===== src/rtl/dlf_pkg.sv =====
package dlf_pkg;
   localparam int NVIOL       = 8;
   localparam int V_PW        = 0;
   localparam int V_SU_BASE   = 1;   // cs, sel, data at 1..3
   localparam int V_HO_BASE   = 4;   // cs, sel, data at 4..6
   localparam int V_SEL_MID   = 7;
   localparam int NWATCH      = 3;   // watched signals: cs, sel, data
endpackage


===== src/rtl/dlf_sync.sv =====
module dlf_sync #(
   parameter int W = 11,
   parameter int STAGES = 2,
   parameter logic [W-1:0] RST_VAL = '0
) (
   input  logic         clk,
   input  logic         rst_n,
   input  logic [W-1:0] din,
   output logic [W-1:0] dout
);
   generate
      if (STAGES < 2) begin : g_bad
         $error("dlf_sync: STAGES must be at least 2");
      end
   endgenerate

   logic [W-1:0] st [STAGES];

   always_ff @(posedge clk or negedge rst_n) begin
      if (!rst_n) begin
         for (int i = 0; i < STAGES; i++) st[i] <= RST_VAL;
      end else begin
         st[0] <= din;
         for (int i = 1; i < STAGES; i++) st[i] <= st[i-1];
      end
   end

   assign dout = st[STAGES-1];
endmodule


===== src/rtl/dlf_regs.sv =====
module dlf_regs #(
   parameter int DW = 8,
   parameter int NCH = 2,
   localparam int SELW = (NCH > 1) ? $clog2(NCH) : 1
) (
   input  logic                     clk,
   input  logic                     rst_n,
   input  logic                     act,
   input  logic [SELW-1:0]          sel,
   input  logic [DW-1:0]            d,
   output logic [NCH-1:0][DW-1:0]   q
);
   always_ff @(posedge clk or negedge rst_n) begin
      if (!rst_n) begin
         q <= '0;
      end else begin
         for (int c = 0; c < NCH; c++) begin
            if (act && (sel == SELW'(c))) q[c] <= d;
         end
      end
   end

   generate
      for (genvar g = 0; g < NCH; g++) begin : g_chk
         assert_unsel_stable_R5: assert property (@(posedge clk) disable iff (!rst_n)
            (act && (sel != SELW'(g))) |=> $stable(q[g]));
         assert_idle_hold_R4: assert property (@(posedge clk) disable iff (!rst_n)
            (!act) |=> $stable(q[g]));
      end
   endgenerate
endmodule


===== src/rtl/dlf_timing.sv =====
module dlf_timing
   import dlf_pkg::*;
#(
   parameter int DW = 8,
   parameter int SETUP_CYC = 4,
   parameter int HOLD_CYC = 2,
   parameter int PW_CYC = 3
) (
   input  logic              clk,
   input  logic              rst_n,
   input  logic              clr,
   input  logic              act,
   input  logic              cs_n_s,
   input  logic              sel_s,
   input  logic [DW-1:0]     d_s,
   output logic [NVIOL-1:0]  flags
);
   localparam int CMAX = (SETUP_CYC > PW_CYC) ? SETUP_CYC : PW_CYC;
   localparam int CW   = $clog2(CMAX + 1) + 1;
   localparam int HW   = $clog2(HOLD_CYC + 1) + 1;
   localparam logic [CW-1:0] SU_L = CW'(SETUP_CYC);
   localparam logic [CW-1:0] PW_L = CW'(PW_CYC);
   localparam logic [HW-1:0] HO_L = HW'(HOLD_CYC);

   generate
      if (SETUP_CYC < 1 || HOLD_CYC < 1 || PW_CYC < 1) begin : g_bad
         $error("dlf_timing: limits must be at least one cycle");
      end
   endgenerate

   logic              cs_q, sel_q, act_q;
   logic [DW-1:0]     d_q;
   logic [NWATCH-1:0] chg;
   logic [CW-1:0]     stab [NWATCH];
   logic [CW-1:0]     act_len;
   logic [HW-1:0]     hold_cnt;
   logic              end_w, in_win;
   logic [NVIOL-1:0]  set_v;

   assign chg[0] = cs_n_s != cs_q;
   assign chg[1] = sel_s  != sel_q;
   assign chg[2] = d_s    != d_q;
   assign end_w  = act_q && !act;
   assign in_win = end_w || (hold_cnt != '0);

   always_ff @(posedge clk or negedge rst_n) begin
      if (!rst_n) begin
         cs_q     <= 1'b1;
         sel_q    <= 1'b0;
         d_q      <= '0;
         act_q    <= 1'b0;
         act_len  <= '0;
         hold_cnt <= '0;
         for (int i = 0; i < NWATCH; i++) stab[i] <= SU_L;
      end else begin
         cs_q  <= cs_n_s;
         sel_q <= sel_s;
         d_q   <= d_s;
         act_q <= act;
         for (int i = 0; i < NWATCH; i++) begin
            if (chg[i])              stab[i] <= '0;
            else if (stab[i] < SU_L) stab[i] <= stab[i] + 1'b1;
         end
         if (!act)                act_len <= '0;
         else if (act_len < PW_L) act_len <= act_len + 1'b1;
         if (end_w)                 hold_cnt <= HO_L;
         else if (hold_cnt != '0)   hold_cnt <= hold_cnt - 1'b1;
      end
   end

   always_comb begin
      set_v = '0;
      set_v[V_PW] = end_w && (act_len < PW_L);
      for (int i = 0; i < NWATCH; i++) begin
         set_v[V_SU_BASE + i] = end_w && (stab[i] < SU_L);
         set_v[V_HO_BASE + i] = in_win && chg[i];
      end
      set_v[V_SEL_MID] = act && act_q && chg[1];
   end

   always_ff @(posedge clk or negedge rst_n) begin
      if (!rst_n)   flags <= '0;
      else if (clr) flags <= '0;
      else          flags <= flags | set_v;
   end

   assert_sticky_R10: assert property (@(posedge clk) disable iff (!rst_n)
      (!clr) |=> ((flags & $past(flags)) == $past(flags)));
   assert_clear_R10: assert property (@(posedge clk) disable iff (!rst_n)
      clr |=> (flags == '0));
endmodule


===== src/rtl/dual_latch_front.sv =====
module dual_latch_front
   import dlf_pkg::*;
#(
   parameter int DW = 8,
   parameter int SYNC_STAGES = 2,
   parameter int SETUP_CYC = 4,
   parameter int HOLD_CYC = 2,
   parameter int PW_CYC = 3
) (
   input  logic              clk,
   input  logic              rst_n,
   input  logic              viol_clr,
   input  logic [DW-1:0]     din,
   input  logic              ch_sel,
   input  logic              cs_n,
   input  logic              wr_n,
   output logic [DW-1:0]     code_a,
   output logic [DW-1:0]     code_b,
   output logic [NVIOL-1:0]  viol
);
   localparam int NCH = 2;
   localparam int SW  = DW + 3;
   localparam logic [SW-1:0] SYNC_RST = {{DW{1'b0}}, 1'b0, 1'b1, 1'b1};

   generate
      if (DW < 1) begin : g_bad
         $error("dual_latch_front: DW must be positive");
      end
   endgenerate

   logic [SW-1:0]         raw_v, syn_v;
   logic [DW-1:0]         d_s;
   logic                  sel_s, cs_s, wr_s, act_s;
   logic [NCH-1:0][DW-1:0] q;

   assign raw_v = {din, ch_sel, cs_n, wr_n};
   assign {d_s, sel_s, cs_s, wr_s} = syn_v;
   assign act_s = !cs_s && !wr_s;

   dlf_sync #(.W(SW), .STAGES(SYNC_STAGES), .RST_VAL(SYNC_RST)) u_sync (
      .clk(clk), .rst_n(rst_n), .din(raw_v), .dout(syn_v)
   );

   dlf_regs #(.DW(DW), .NCH(NCH)) u_regs (
      .clk(clk), .rst_n(rst_n), .act(act_s), .sel(sel_s), .d(d_s), .q(q)
   );

   dlf_timing #(.DW(DW), .SETUP_CYC(SETUP_CYC), .HOLD_CYC(HOLD_CYC), .PW_CYC(PW_CYC)) u_timing (
      .clk(clk), .rst_n(rst_n), .clr(viol_clr), .act(act_s),
      .cs_n_s(cs_s), .sel_s(sel_s), .d_s(d_s), .flags(viol)
   );

   assign code_a = q[0];
   assign code_b = q[1];
endmodule


===== config.mk =====
export PLATFORM = sky130hd
export DESIGN_NAME = dual_latch_front
export DESIGN_NICKNAME = d
export VERILOG_FILES = /design/src/rtl/dlf_pkg.sv /design/src/rtl/dlf_sync.sv /design/src/rtl/dlf_regs.sv /design/src/rtl/dlf_timing.sv /design/src/rtl/dual_latch_front.sv
export SDC_FILE = /design/constraint.sdc
export NUM_CORES = 1
export LEC_CHECK = 0
export ABC_AREA = 1
export BUFFER_PORTS_ARGS = -buffer_cell sky130_fd_sc_hd__buf_2
export CELL_PAD_IN_SITES_DETAIL_PLACEMENT = 1
export CELL_PAD_IN_SITES_GLOBAL_PLACEMENT = 1
export CORE_ASPECT_RATIO = 1.5
export CORE_UTILIZATION = 30
export DETAILED_ROUTE_END_ITERATION = 10
export GPL_TIMING_DRIVEN = 0
export HOLD_SLACK_MARGIN = 0.12
export PLACE_DENSITY_LB_ADDON = 0.15
export SYNTH_ARGS = -nofsm -noshare
export SYNTH_HDL_FRONTEND = slang
export SYNTH_SLANG_ARGS = --single-unit

===== constraint.sdc =====
create_clock -name clk -period 1.69 [get_ports clk]
set_input_delay 0.0845 -clock clk [delete_from_list [all_inputs] [get_ports clk]]
set_output_delay 0.0845 -clock clk [all_outputs]
set_load 0.03 [all_outputs]

### Yosys cells after proc, flatten, opt, wreduce, memory -nomap -nowiden

Cells that the tools add are included.
W data, S select, Z words.

* logic and storage cells: 62
* bits in latches: 0
* output and inout bits: 24
* memory bits (read-only): 0
* register bits: 76
* input port bits: 14
* memories: 0
* RAM bits: 0

* reductions and logical operators: 22
* equal/unequal tests: 4
* shift operators: 0
* add/subtract/negate cells: 5
* multiply operators: 0
* divide/modulo/power cells: 0
* muxes and demuxes: 11
* bitwise gates (word level): 2
* $lt $le $gt $ge: 4

Operator list (number)
* $mux W4: 8
* $add A4 B1 Y4 const B: 4
* $logic_and A1 B1 Y1: 13
* $lt A4 B3 Y1 const B: 3
* $mux W8: 1
* $ne A8 B8 Y1: 1
* $or A8 B8 Y8: 1
* $reduce_bool A2 Y1: 4
* $mux W3: 2
* $lt A4 B2 Y1 const B: 1
* $logic_not A1 Y1: 3
* $reduce_bool A3 Y1: 1
* $sub A3 B1 Y3 const B: 1
* $ne A1 B1 Y1: 2
* $ne A2 B1 Y1 const B: 1
* $logic_or A1 B1 Y1: 1
* $not A1 Y1: 1

### Logic depth before layout (Yosys ltp)

Gate-level depths: netlist of run 1.

* depth in word-level cells: 8
* depth in mapped cells: 8

### Modules after synthesis

From an unflattened synthesis of run 1, not the netlist that was laid out.

* cells, all modules: 258
* area total of the unflattened synthesis: 2854.0 µm²

Modules (own cells, without submodules)
* dlf_timing: area each 1549.0 µm², cells each 154, times used 1
* dlf_regs: area each 663.1 µm², cells each 70, times used 1
* dlf_sync: area each 638.1 µm², cells each 33, times used 1
* dual_latch_front: area each 3.8 µm², cells each 1, times used 1

### Least setup slack after synthesis of run 1

OpenSTA, ideal clock, no wires.

* kind: register to register
* from: register u_sync.st (netlist bit u_sync.dout[1])
* to: register u_regs.q[5] (netlist bit)
* arrival time: 1172 ps
* library setup time: 118 ps
* cell stages (with the launch flop): 7
* data required time: 1572 ps
* path slack: 400 ps
* path buffers: 2
* cell sequence: dfstp_2 or2_4 or2_1 buf_6 buf_12 nand2_2 o21ai_2

* longest elaborated chain between the ends: 3

Ends and longest elaborated chain
* from (decl): line dlf_sync.sv:17 `logic [W-1:0] st [STAGES];`
* $logic_not A1 Y1: line dual_latch_front.sv:38 `assign act_s = !cs_s && !wr_s;`
* $logic_and A1 B1 Y1: line dual_latch_front.sv:38
* $logic_and A1 B1 Y1: line dlf_regs.sv:18 `if (act && (sel == SELW'(c))) q[c] <= d;`
* to (signal assigned): line dlf_regs.sv:15 `q <= '0;`
* to (signal, indexed assignment): line dlf_regs.sv:18
* to (decl): line dlf_regs.sv:11 `output logic [NCH-1:0][DW-1:0] q`

No other way between the ends.
A chain may end at the register's enable or synchronous reset.

### Worst setup path in the final report of run 1

* from: register u_sync.st (netlist bit u_sync.dout[1])
* to: register u_regs.q[14] (netlist bit)

* longest elaborated chain between the ends: 3

Ends and longest elaborated chain
* $logic_not A1 Y1: line dual_latch_front.sv:38
* $logic_and A1 B1 Y1: line dual_latch_front.sv:38
* net act_s: line dual_latch_front.sv:33 `logic sel_s, cs_s, wr_s, act_s;`
* $logic_and A1 B1 Y1: line dlf_regs.sv:18

The timed path passes the listed nets, and every way through them passes these cells.

==> flow_metrics.py, run 1 <==
metrics = {
    "outcome": {
        "status": "finished, final reports clean",
    },
    "synthesis": {
        "synth-seq-cells": 76,
        "synth_edf_count": 0,
        "synth_most_common_cell": "dfrtp_1",
        "synth.avg_cell_area_um2": 11.5,
        "synth_area_leaders": "dfrtp_1, dfstp_2, nand2_1",
        "synthArstFlopShare_pct": 100,
        "synth_area_leader_cell": "dfrtp_1",
        "syn_inst": 239,
        "synth_commonest_cells": "dfrtp_1, nand2_1, inv_1, nor2_1, a21oi_1",
        "syn-num-nets": 259,
        "ys_seq_area_share_pct": 69.7,
        "ys_types": 24,
        "syn_area_um2": 2740,
        "yosys.area.top_type_share_pct": 62.0,
        "yosys_warnings": 0,
        "synth_flop_cell": "dfrtp_1",
    },
    "worst_hold_path": {
        "hold_depth": 2,
        "hp-class": "in2reg",
        "min_from": "viol_clr",
        "worstHoldEndpoint": "u_timing.flags[5]$_DFF_PN0_",
    },
    "cells_and_area": {
        "syn2layout_area_growth_pct": 28.6,
        "multi_input_area_um2": 683,
        "diodes": 0,
        "layout.nets": 319,
        "design_area_um2": 3530,
        "drive_above_1_share_pct": 25.0,
        "post-route-util_pct": 40.0,
        "regArea_um2": 1910,
        "nFillCells": 1009,
    },
    "pwr": {
        "intPower_w": 0.00361,
        "power_frac_comb_pct": 14.6,
        "switching_share_pct": 26.3,
        "clkPwrFrac_pct": 41.8,
        "netSwitchingPower_w": 0.00129,
        "ir_worst_vdd_mv": 0.635,
        "leakagePower_nw": 1.76,
        "p_per_area_nw_per_um2": 1390,
        "seqPwrFrac_pct": 43.6,
    },
    "die": {
        "dieArea_um2": 9540,
        "die_h_um": 119,
        "rows": 42,
        "fp.dieW_um": 80.1,
        "coreArea_um2": 8830,
        "initial_core_util_pct": 31.1,
        "io_pins": 38,
    },
    "global_routing": {
        "grt_max_degree": 54,
        "grt_pass1_vias": 1936,
        "gr-total-overflow": 0,
        "antenna_found_initial": 0,
        "grtUsageTotal_pct": 13.1,
        "grt_pass1_wl_um": 9090,
    },
    "route": {
        "wl_met3_um": 214,
        "wl_met2_um": 2640,
        "firstDrtPassIters": 4,
        "wl_per_cell_um": 12.8,
        "wl_met1_um": 2260,
        "postRouteAntennaNets": 0,
        "drc": 0,
        "via_count": 1837,
        "drt_iter0_drc": 80,
        "vias_per_cell": 4.44,
        "finalWirelength_um": 5300,
        "routed.top_layer": "met4",
    },
    "setup_path": {
        "critPathRequiredTime_ps": 1940,
        "end_kind": "register",
        "cp-start-kind": "register",
        "r2r_end": "u_regs.q[14]$_DFFE_PN0P_",
        "crit_fanout": 10,
        "ff2ff_path_depth": 6,
        "critPathKind": "reg2reg",
        "cp.arrival_ps": 1620,
        "timing.reg2reg.setup_slack_ps": 320,
        "r2r_start": "u_sync.dout[1]$_DFF_PN1_",
    },
    "clock_network": {
        "cts.path.max_buffers": 2,
        "numCtsBuffers": 9,
        "cts_root_buf": "clkbuf_16",
        "clkSlewWorstSetupHoldPaths_ps": 60,
        "clk_latency_ps": 330,
        "cts_tree": "built",
        "cts_max_level": 3,
        "cts_sinks": 76,
    },
    "timing": {
        "rsz0062_at_grt": "no",
        "fin_crit_ps": 1370,
        "relSlewSlack_pct": 66.1,
        "setup_viol": 0,
        "max_freq_mhz": 729,
        "clock_skew_ps": 3.63,
        "fin_crit_sh_pct": 81.2,
        "final-max-slew-violation-count": 0,
        "tightest_slew_ps": 507,
        "hold_violations": 0,
    },
    "place": {
        "dp_hpwl_um": 3620,
        "io_buffers": 36,
        "dpl-instance-area_um2": 3090,
        "place_congestion": 0.648,
    },
    "job": {
        "maxCapViolations": 0,
    },
}
[per-stage QoR]
stage | power (W) | std cells | TNS (ps) | worst slack, ps | hold WS, ps
global placement | 0.00284 | 385 | -984 | -20.0 | 189
global route | 0.00516 | 414 | 0 | 162 | 174
CTS | 0.00499 | 414 | 0 | 237 | 134
finish | 0.00490 | 414 | 0 | 318 | 122
floorplan | 0.00263 | 239 | 0 | 400 | -211
detailed placement | 0.00288 | 386 | 0 | 255 | 10.3
[timing repair]
action	CTS	global route
endpoints found under the hold margin	85	0
resized for setup	0	0
hold buffers	12	0
setup buffers	0	0
[cells by family after synthesis]
kind of cell    count (synthesis)  synth area share [%]
flops                          76                  69.7
fa+ha+maj                       6                  2.74
simple gates                   76                  11.1
xor+xnor                        6                  1.92
buf+inv                        33                  5.43
compound gates                 42                  9.12
[worst max-delay path by stage]
stage                              endpoint                     start  cells after the start  slack (ps)
3_3_place_gp   u_timing.stab[7]$_DFFE_PN0P_                     rst_n                      1         -20
4_1_cts         u_timing.flags[6]$_DFF_PN0_  u_sync.dout[7]$_DFF_PN0_                      8         240
2_1_floorplan       u_regs.q[5]$_DFFE_PN0P_  u_sync.dout[1]$_DFF_PN1_                      6         400
6_report           u_regs.q[14]$_DFFE_PN0P_  u_sync.dout[1]$_DFF_PN1_                      6         320
3_5_place_dp    u_timing.flags[6]$_DFF_PN0_  u_sync.dout[7]$_DFF_PN0_                      8         250
5_1_grt         u_timing.flags[6]$_DFF_PN0_  u_sync.dout[7]$_DFF_PN0_                      8         160
[sequential cells by signal, summed over array words and instances, names as in the netlist]
name               flops
u_regs.q              16
u_timing.stab         12
u_sync.dout           11
u_sync.st             11
u_timing.d_q           8
u_timing.flags         8
u_timing.act_len       4
u_timing.hold_cnt      3
u_timing.act_q         1
u_timing.cs_q          1
u_timing.sel_q         1
[worst max-delay path: stages, from the launching register on]
cell and delay (ps):
dfstp_2 540, or2_4 150, inv_2 80, nand2_2 140, buf_2 240, nand2_1 70, o21ai_0 70
[metal layers]
metal,track usage (%),vias to the layer above
met2,20.6,39
met1,15.2,913
met4,9.38,0
li1,-,873
met5,0,-
met3,3.60,12
[power groups by stage]
stage | combinational (W) | clock [W] | sequential (W)
floorplan | 0.000321 | 0 | 0.00231
global placement | 0.000680 | 0 | 0.00216
global route | 0.000808 | 0.00218 | 0.00217
CTS | 0.000738 | 0.00212 | 0.00214
finish | 0.000716 | 0.00205 | 0.00214
detailed placement | 0.000713 | 0 | 0.00217
[cells in the final DEF (no fill, tap or decap), types with 2 or more instances in the layout]
cell type / count
a21oi_1: 16
a31oi_1: 2
buf_2: 36
bufinv_16: 2
clkbuf_16: 9
clkinv_2: 3
dfrtp_1: 68
dfstp_2: 8
dlygate4sd3_1: 12
ha_1: 6
inv_1: 28
nand2_1: 45
nand2_2: 3
nand3_1: 4
nor2_1: 22
o21a_1: 2
o21ai_0: 9
o21ai_1: 4
o21ai_2: 8
xnor2_1: 4
xor2_1: 2
[layout make-up]
class                   instances  share of cell area, %
flip-flops and latches         76                   54.2
plain buffers                   4                   1.13
multi-input cells             130                   19.4
clock inverters                 5                   2.13
clock buffers                  11                   6.88
inverters                      29                   3.08
repair buffers                 49                   9.36
well taps                     110                   3.90
No activity file was read; power rests on OpenSTA's default activity.
==> inputs of run 2 (changes only) <==
clock period = 1.2 ns   (was 1.69 ns; I/O delays follow)
==> run 2 against run 1 <==
Net effect: the flow now finishes with violations (negative setup slack); clock skew grew 3.5 ps; clock-buffer cell count grew 4; critical endpoint is now u_regs.q[2]$_DFFE_PN0P_; wire length grew 2.1%; flip-flop and latch count is the same; non-clock buffer count grew 11; register-to-register slack lost 450 ps; critical path type unchanged.
==> flow_metrics.py, run 2 (synthesis gave the netlist of run 1 again) <==
metrics = {
    "clock_network": {
        "cts_tree": "built",
        "cts.path.max_buffers": 2,
        "numCtsBuffers": 9,
        "clk_latency_ps": 330,
        "clkSlewWorstSetupHoldPaths_ps": 60,
        "cts_max_level": 3,
        "cts_sinks": 76,
        "cts_root_buf": "clkbuf_16",
    },
    "setup_path": {
        "cp-start-kind": "register",
        "end_kind": "register",
        "crit_fanout": 4,
        "r2r_end": "u_regs.q[2]$_DFFE_PN0P_",
        "critPathRequiredTime_ps": 1420,
        "cp.arrival_ps": 1550,
        "slowest_stage": "dfstp_2",
        "timing.reg2reg.setup_slack_ps": -130,
        "critical_path.top_delay_family": "simple AND/OR/NAND/NOR gates",
        "path_buf_inv": 2,
        "ff2ff_path_depth": 6,
        "cp_common_cell": "buf_6",
        "path_cells": "or2_4 -> or2_1 -> buf_6 -> buf_6 -> nand2_2 -> o21ai_2",
        "r2r_start": "u_sync.dout[0]$_DFF_PN1_",
        "critPathKind": "reg2reg",
        "max_stage_delay_ps": 350,
    },
    "timing": {
        "tightest_slew_ps": 482,
        "fin_crit_sh_pct": 111,
        "fin_ws_ps": -128,
        "clock_skew_ps": 7.12,
        "fin_crit_ps": 1330,
        "hold_violations": 0,
        "setup_viol": 26,
        "relSlewSlack_pct": 67.7,
        "max_freq_mhz": 753,
        "final-max-slew-violation-count": 0,
        "rsz0062_at_grt": "yes",
    },
    "cells_and_area": {
        "top_register": "u_regs.q",
        "final_cell_mix": "dfrtp_1, nand2_1, buf_2",
        "largest_register_ffs": 16,
        "drive_above_1_share_pct": 32.7,
        "diodes": 0,
        "nFillCells": 986,
        "layout.nets": 330,
        "syn2layout_area_growth_pct": 34.0,
        "regArea_um2": 1910,
        "multi_input_area_um2": 766,
        "reg.largest.list": "u_regs.q (16), u_timing.stab (12)",
        "design_area_um2": 3680,
        "layout_commonest_cell": "dfrtp_1",
    },
    "worst_hold_path": {
        "min_from": "viol_clr",
        "hp-class": "in2reg",
        "hold_depth": 2,
        "worstHoldEndpoint": "u_timing.flags[5]$_DFF_PN0_",
    },
    "route": {
        "via_count": 1840,
        "finalWirelength_um": 5410,
        "drt_iter0_drc": 59,
        "vias_per_cell": 4.33,
        "firstDrtPassIters": 4,
        "wl_per_cell_um": 12.7,
        "drc": 0,
        "postRouteAntennaNets": 0,
    },
    "pwr": {
        "seqPwrFrac_pct": 46.7,
        "power_frac_comb_pct": 17.0,
        "p_total_w": 0.00650,
        "p_per_area_nw_per_um2": 1770,
        "intPower_w": 0.00468,
        "netSwitchingPower_w": 0.00181,
        "switching_share_pct": 27.9,
        "ir_worst_vdd_mv": 1.03,
        "leakagePower_nw": 1.81,
        "clkPwrFrac_pct": 36.3,
    },
    "die": {
        "io_pins": 38,
        "die_h_um": 119,
        "initial_core_util_pct": 31.1,
        "fp.dieW_um": 80.1,
        "coreArea_um2": 8830,
        "dieArea_um2": 9540,
        "rows": 42,
    },
    "global_routing": {
        "grt_max_degree": 50,
        "antenna_found_initial": 0,
        "grtUsageTotal_pct": 13.3,
        "gr-total-overflow": 0,
        "grt_pass1_vias": 1952,
        "grt_pass1_wl_um": 9380,
    },
    "place": {
        "place_congestion": 0.685,
        "dpl-instance-area_um2": 3090,
        "dp_hpwl_um": 3590,
        "io_buffers": 36,
    },
    "outcome": {
        "status": "complete, but fails checks",
        "violations": "negative setup slack",
    },
    "job": {
        "maxCapViolations": 0,
    },
}
run 2: changes by cell type in the layout (fill, tap and decap cells not counted), sizes merged:
| cell | delta |
|---|---|
| bufinv | -2 |
| buf | +11 |
| clkinv | -2 |
| clkbuf | +4 |
run 2: metrics by stage:
step / TNS [ps] / utilization [%] / instances / worst slack [ps] / hold slack, ps
after floorplan: -411 / - / 239 / -90.0 / -236
after global placement: -37210 / 34.7 / 385 / -489 / 165
after detailed placement: -4140 / 35.0 / 386 / -235 / 10.6
after CTS: -1850 / 40.8 / 421 / -151 / 140
after global routing: -3760 / 41.6 / 425 / -177 / 173
final: -1510 / 41.6 / 425 / -128 / 122
run 2: final cells by class:
cell class	count	share of cell area [%]
Sequential cell	76	52.0
Multi-Input combinational cell	130	20.8
Timing Repair Buffer	60	12.2
Clock buffer	15	6.74
Tap cell	110	3.74
Inverter	29	3.10
Buffer	4	1.26
Clock inverter	1	0.136
run 2: layer usage:
metal,global-route usage [%],part of all wire [%],up-vias
li1,-,-,897
met1,15.6,44,899
met2,21.3,49,35
met3,4.60,4.8,9
met4,7.03,2.4,0
met5,0,0,-
run 2: worst max-delay path by stage:
| stage | to | startpoint | slack (ps) | cells after the start |
|---|---|---|---|---|
| floorplan | u_regs.q[5]$_DFFE_PN0P_ | u_sync.dout[1]$_DFF_PN1_ | -90 | 6 |
| global placement | u_timing.stab[7]$_DFFE_PN0P_ | rst_n | -490 | 1 |
| detailed placement | u_timing.flags[6]$_DFF_PN0_ | u_sync.dout[7]$_DFF_PN0_ | -240 | 8 |
| CTS | u_regs.q[3]$_DFFE_PN0P_ | u_sync.dout[0]$_DFF_PN1_ | -150 | 6 |
| global route | u_regs.q[2]$_DFFE_PN0P_ | u_sync.dout[1]$_DFF_PN1_ | -180 | 6 |
| finish | u_regs.q[2]$_DFFE_PN0P_ | u_sync.dout[0]$_DFF_PN1_ | -130 | 6 |
run 2: what timing repair did:
action,4_1_cts,5_1_grt
buffers inserted,6,3
gates cloned,1,1
resized for setup,23,18
hold endpoints to repair,85,0
setup endpoints to repair,31,35
pin swaps,1,1
hold buffers,12,0
run 2: power by group through the flow:
stage               registers, W  logic [W]  clock network, W
CTS                      0.00303    0.00111           0.00244
global route             0.00308    0.00125           0.00256
finish                   0.00303    0.00110           0.00236
detailed placement       0.00306    0.00101                 0
global placement         0.00305   0.000953                 0
floorplan                0.00326   0.000452                 0
run 2: worst reg2reg max path, stage by stage, from the launching register on:
cell and delay, ps:
dfstp_2 350, or2_4 260, or2_1 230, buf_6 150
buf_6 130, nand2_2 50, o21ai_2 40
